$ cat config.mk
export PLATFORM = sky130hd
export DESIGN_NAME = upcnt_timer
export DESIGN_NICKNAME = d
export VERILOG_FILES = /design/src/rtl/upcnt_pkg.sv /design/src/rtl/upcnt_regs.sv /design/src/rtl/upcnt_psc.sv /design/src/rtl/upcnt_core.sv /design/src/rtl/upcnt_timer.sv
export SDC_FILE = /design/constraint.sdc
export NUM_CORES = 1
export LEC_CHECK = 0
export CAP_MARGIN = 10
export CORE_MARGIN = 3
export CORE_UTILIZATION = 66
export CTS_BUF_LIST = sky130_fd_sc_hd__clkbuf_8
export DETAILED_ROUTE_END_ITERATION = 7
export DONT_BUFFER_PORTS = 1
export PLACE_DENSITY = 0.82
export SETUP_SLACK_MARGIN = 0.2
export SYNTH_ARGS = -nofsm -noshare
export SYNTH_HDL_FRONTEND = slang
export SYNTH_SLANG_ARGS = --single-unit
$ cat constraint.sdc
create_clock -name clk -period 3.4 [get_ports clk]
set_input_delay 0.34 -clock clk [delete_from_list [all_inputs] [get_ports clk]]
set_output_delay 0.34 -clock clk [all_outputs]
set_load 0.01 [all_outputs]
$ cat src/rtl/upcnt_pkg.sv
package upcnt_pkg;
  typedef enum logic [1:0] {
    SEL_PSC  = 2'd0,
    SEL_ARR  = 2'd1,
    SEL_REP  = 2'd2,
    SEL_NONE = 2'd3
  } wsel_e;
endpackage

$ cat src/rtl/upcnt_regs.sv
module upcnt_regs
  import upcnt_pkg::*;
#(
  parameter int CNT_W = 16,
  parameter int REP_W = 8
) (
  input  logic             clk,
  input  logic             rst,
  input  logic             wr_en,
  input  wsel_e            wr_sel,
  input  logic [CNT_W-1:0] wr_data,
  input  logic             load,
  output logic [CNT_W-1:0] psc_act,
  output logic [CNT_W-1:0] arr_act,
  output logic [REP_W-1:0] rep_act,
  output logic [REP_W-1:0] rep_pre
);
  logic [CNT_W-1:0] psc_pre;
  logic [CNT_W-1:0] arr_pre;

  // staging registers written by software
  always_ff @(posedge clk) begin
    if (rst) begin
      psc_pre <= '0;
      arr_pre <= '0;
      rep_pre <= '0;
    end else if (wr_en) begin
      case (wr_sel)
        SEL_PSC: psc_pre <= wr_data;
        SEL_ARR: arr_pre <= wr_data;
        SEL_REP: rep_pre <= wr_data[REP_W-1:0];
        default: ;
      endcase
    end
  end

  // working copies: take staged values as they were before this cycle's write
  always_ff @(posedge clk) begin
    if (rst) begin
      psc_act <= '0;
      arr_act <= '0;
      rep_act <= '0;
    end else if (load) begin
      psc_act <= psc_pre;
      arr_act <= arr_pre;
      rep_act <= rep_pre;
    end
  end
endmodule

$ cat src/rtl/upcnt_psc.sv
module upcnt_psc #(
  parameter int CNT_W = 16
) (
  input  logic             clk,
  input  logic             rst,
  input  logic             en,
  input  logic             clr,
  input  logic [CNT_W-1:0] psc_act,
  output logic             tick
);
  localparam logic [CNT_W-1:0] ONE = CNT_W'(1);
  logic [CNT_W-1:0] phase;

  assign tick = en && !clr && (phase >= psc_act);

  always_ff @(posedge clk) begin
    if (rst || clr)  phase <= '0;
    else if (tick)   phase <= '0;
    else if (en)     phase <= phase + ONE;
  end
endmodule

$ cat src/rtl/upcnt_core.sv
module upcnt_core #(
  parameter int CNT_W = 16,
  parameter int REP_W = 8
) (
  input  logic             clk,
  input  logic             rst,
  input  logic             tick,
  input  logic             swtrig,
  input  logic             upd_dis,
  input  logic [CNT_W-1:0] arr_act,
  input  logic [REP_W-1:0] rep_act,
  input  logic [REP_W-1:0] rep_pre,
  output logic             upd_evt,
  output logic [CNT_W-1:0] cnt,
  output logic             ovf_q,
  output logic             upd_q
);
  localparam logic [CNT_W-1:0] ONE_C = CNT_W'(1);
  localparam logic [REP_W-1:0] ONE_R = REP_W'(1);

  logic [REP_W-1:0] rep_cnt;
  logic             wrap;
  logic             ovf_evt;
  logic             rep_zero;

  assign wrap     = tick && (cnt >= arr_act);
  assign ovf_evt  = wrap && !swtrig;
  assign rep_zero = (rep_cnt == '0);
  assign upd_evt  = swtrig || (ovf_evt && rep_zero && !upd_dis);

  always_ff @(posedge clk) begin
    if (rst) begin
      cnt     <= '0;
      rep_cnt <= '0;
      ovf_q   <= 1'b0;
      upd_q   <= 1'b0;
    end else begin
      ovf_q <= ovf_evt;
      upd_q <= upd_evt;
      if (swtrig) begin
        cnt     <= '0;
        rep_cnt <= rep_pre;
      end else if (tick) begin
        cnt <= wrap ? '0 : cnt + ONE_C;
        if (wrap) begin
          if (!rep_zero)    rep_cnt <= rep_cnt - ONE_R;
          else if (upd_dis) rep_cnt <= rep_act;
          else              rep_cnt <= rep_pre;
        end
      end
    end
  end
endmodule

$ cat src/rtl/upcnt_timer.sv
module upcnt_timer #(
  parameter int CNT_W = 16,
  parameter int REP_W = 8
) (
  input  logic             clk,
  input  logic             rst,
  input  logic             cnt_en,
  input  logic             wr_en,
  input  logic [1:0]       wr_sel,
  input  logic [CNT_W-1:0] wr_data,
  input  logic             swtrig,
  input  logic             upd_dis,
  output logic [CNT_W-1:0] count_o,
  output logic             ovf_o,
  output logic             upd_o
);
  logic [CNT_W-1:0] psc_act;
  logic [CNT_W-1:0] arr_act;
  logic [REP_W-1:0] rep_act;
  logic [REP_W-1:0] rep_pre;
  logic             tick;
  logic             upd_evt;

  upcnt_regs #(.CNT_W(CNT_W), .REP_W(REP_W)) regs_i (
    .clk(clk), .rst(rst), .wr_en(wr_en),
    .wr_sel(upcnt_pkg::wsel_e'(wr_sel)), .wr_data(wr_data),
    .load(upd_evt), .psc_act(psc_act), .arr_act(arr_act),
    .rep_act(rep_act), .rep_pre(rep_pre)
  );

  upcnt_psc #(.CNT_W(CNT_W)) psc_i (
    .clk(clk), .rst(rst), .en(cnt_en), .clr(swtrig),
    .psc_act(psc_act), .tick(tick)
  );

  upcnt_core #(.CNT_W(CNT_W), .REP_W(REP_W)) core_i (
    .clk(clk), .rst(rst), .tick(tick), .swtrig(swtrig), .upd_dis(upd_dis),
    .arr_act(arr_act), .rep_act(rep_act), .rep_pre(rep_pre),
    .upd_evt(upd_evt), .cnt(count_o), .ovf_q(ovf_o), .upd_q(upd_o)
  );
endmodule

==> impl_metrics.ini <==
[run_status]
status = complete, no violations

[routing]
drcViolationCount = 0
ant_nets = 0
wl_per_cell_um = 16.06
num_vias = 4661
drtIter0Drc = 217
via_per_inst = 5.834
dr.pass1.iters = 5
routed_wl_um = 12830

[layout]
diodes = 0
area_delta_synth_final_pct = 7.955
drive_gt1_share_pct = 6.223
nets = 739
final_cell_mix = dfxtp_1, nand2_1, nand2b_1
final_common_cell = dfxtp_1
final_area_mm2 = 0.006538

[timing]
tns_ns = 0
fmax_ghz = 0.3430
final-hold-violation-count = 0
tightest_slew_ns = 1.023
setup_viol = 0
drv_slew = 0
relSlewSlack_pct = 31.48
setup_ws_ns = 0.4843
period_share_pct = 85.76
rsz0062_at_grt = false
period_minus_slack_ns = 2.916
fin_skew_ns = 0.01122

[setup_path]
required_ns = 3.75
critPathLaunchType = flop
slowest_delay_ns = 0.52
cp-end-kind = flop
crit_fanout = 41
path_class = flop to flop
worstPathArrival_ns = 3.26
path_delay_family = compound AO/OA/AOI/OAI gates
slowest_stage = dfxtp_1
path_buf_inv = 2
cp_cell_sequence = inv_1 > ha_1 > nand2b_1 > a2111oi_0 > o41ai_1 > o21ai_1 > a21o_2 > o31a_2 > buf_12 > mux2i_1

[placement]
placed_cell_area_mm2 = 0.006026
io_buffers = 0
place_ws_ns = 0.5744
hpwl_um = 8791
gp_congestion = 0.8826

[clock_network]
cts_root_buf = clkbuf_8
cts.repair.resized = 0
htreeDepth = 4
cts_sinks = 122
max-clock-path-buffers = 2
post_cts_buffers = 0
clk_pin_slew_ns = 0.07
cts_buffers = 17
cts_tree = built
clock_latency_ns = 0.43

[global_route]
grt_max_degree = 85
grt_overflow_total = 0
antenna_found_initial = 0
grtUsageTotal_pct = 26.21
grt_pass1_wl_um = 21510
grt_pass1_vias = 4577

[logic_synthesis]
synth_top_area_share_pct = 40.33
ys_warn_count = 0
async_flop_share_pct = 0
synth_edf_count = 0
netlist_top_cells_area = dfxtp_1, mux2i_1, nand2b_1
seq_area_frac_synth_pct = 40.33
ys_seq_elements = 122
syn_nets = 749
synth.distinct_cells = 52
ys.flop_type = dfxtp_1
yosysTopAreaCell = dfxtp_1
netlist_instances = 689
postSynthAreaPerCell_um2 = 8.789
synth_area_mm2 = 0.006056

[power]
p_per_area_mw_per_mm2 = 509.2
ir_worst_vdd_v = 0.0003331
total_leakage_power_uw = 0.002561

[floorplanning]
die_area_mm2 = 0.01036
die_h_um = 101.8
ios = 42
die_w_um = 101.8
fp.coreArea_mm2 = 0.008806
rows = 34
initial_core_util_pct = 68.77

[run]
cap_violations = 0

[min_path]
hold_path_class = input pin to flop
area by class of cell:
type	count	area, um^2
inverter	39	146.4
multi-input combinational	494	3274
fill	648	2268
timing repair buffer	5	67.56
clock buffer	18	247.7
sequential	122	2442
clock inverter	13	224.0
tap	108	135.1
metrics by stage:
stage                     utilization [%]  std cells  hold WS (ns)  power [uW]
after global routing                74.24        799       0.02218        3448
after CTS                           74.24        799      0.001196        3348
after global placement              68.43        765        0.4195        1798
final                               74.24        799       0.03698        3329
after detailed placement            68.43        765        0.4200        1808
after floorplan                         -        689        0.4368        1787
synthesized netlist by cell type, types with 3 or more instances:
| cell type | instances |
|---|---|
| buf_2 | 4 |
| a2111oi_0 | 4 |
| nand2_1 | 86 |
| nand4_1 | 18 |
| mux2i_1 | 53 |
| ha_1 | 36 |
| nor3_1 | 3 |
| a211oi_1 | 6 |
| a21o_1 | 3 |
| nand3_1 | 8 |
| o21ai_0 | 3 |
| and3_1 | 11 |
| xor2_1 | 28 |
| inv_1 | 38 |
| nor2_1 | 59 |
| dfxtp_1 | 122 |
| clkbuf_1 | 24 |
| nor2b_1 | 4 |
| nand2b_1 | 81 |
| and4_1 | 4 |
| a21oi_1 | 49 |
| xnor2_1 | 7 |
timing repair:
item / CTS / global route
setup endpoints to repair: 0 / 0
hold buffers: 3 / 0
endpoints found under the hold margin: 48 / 0
final timing paths:
path | startpoint | slack [ns] | cells after the start | end
setup reg to reg | core_i.cnt[0] | 0.48 | 10 | regs_i.arr_act[8]
hold reg to reg | regs_i.arr_pre[15] | 0.45 | 2 | regs_i.arr_pre[15]
setup / recovery | core_i.cnt[0] | 0.48 | 10 | regs_i.arr_act[8]
hold / removal | wr_data[12] | 0.04 | 2 | regs_i.psc_pre[12]
flip-flops by register name, indices dropped and copies added, names as in the netlist:
name / flops
regs_i.rep_act: 8
core_i.ovf_q: 1
regs_i.arr_pre: 16
core_i.rep_cnt: 8
regs_i.arr_act: 16
core_i.cnt: 16
regs_i.psc_pre: 16
core_i.upd_q: 1
regs_i.psc_act: 16
psc_i.phase: 16
regs_i.rep_pre: 8
kinds of logic (layout without fill, tap and decap cells):
kind of cell	after synthesis	in the layout	share of synthesized area, %
simple gates	282	282	23.37
buf+inv	73	75	5.703
xor+xnor	35	35	5.062
mux	53	53	8.760
flops	122	122	40.33
compound gates	88	88	9.339
fa+ha+maj	36	36	7.438
power by group:
part / internal [uW] / switching, uW
combinational: 134 / 169
clock: 957 / 573
sequential: 1460 / 30.2
total: 2560 / 772
worst register-to-register path: stages (launching register included):
cell	delay, ns
dfxtp_1	0.52
inv_1	0.09
ha_1	0.29
nand2b_1	0.13
a2111oi_0	0.48
o41ai_1	0.17
o21ai_1	0.23
a21o_2	0.23
o31a_2	0.17
buf_12	0.28
mux2i_1	0.26
layer usage:
layer / track usage [%] / vias to the layer above / wire (um)
met3: 7.782 / 16 / 993
li1: - / 2302 / -
met4: 8.384 / 0 / 159
met1: 32.61 / 2195 / 5531
met5: 0 / - / 0
met2: 43.66 / 148 / 6148
No activity file was read; power rests on OpenSTA's default activity.
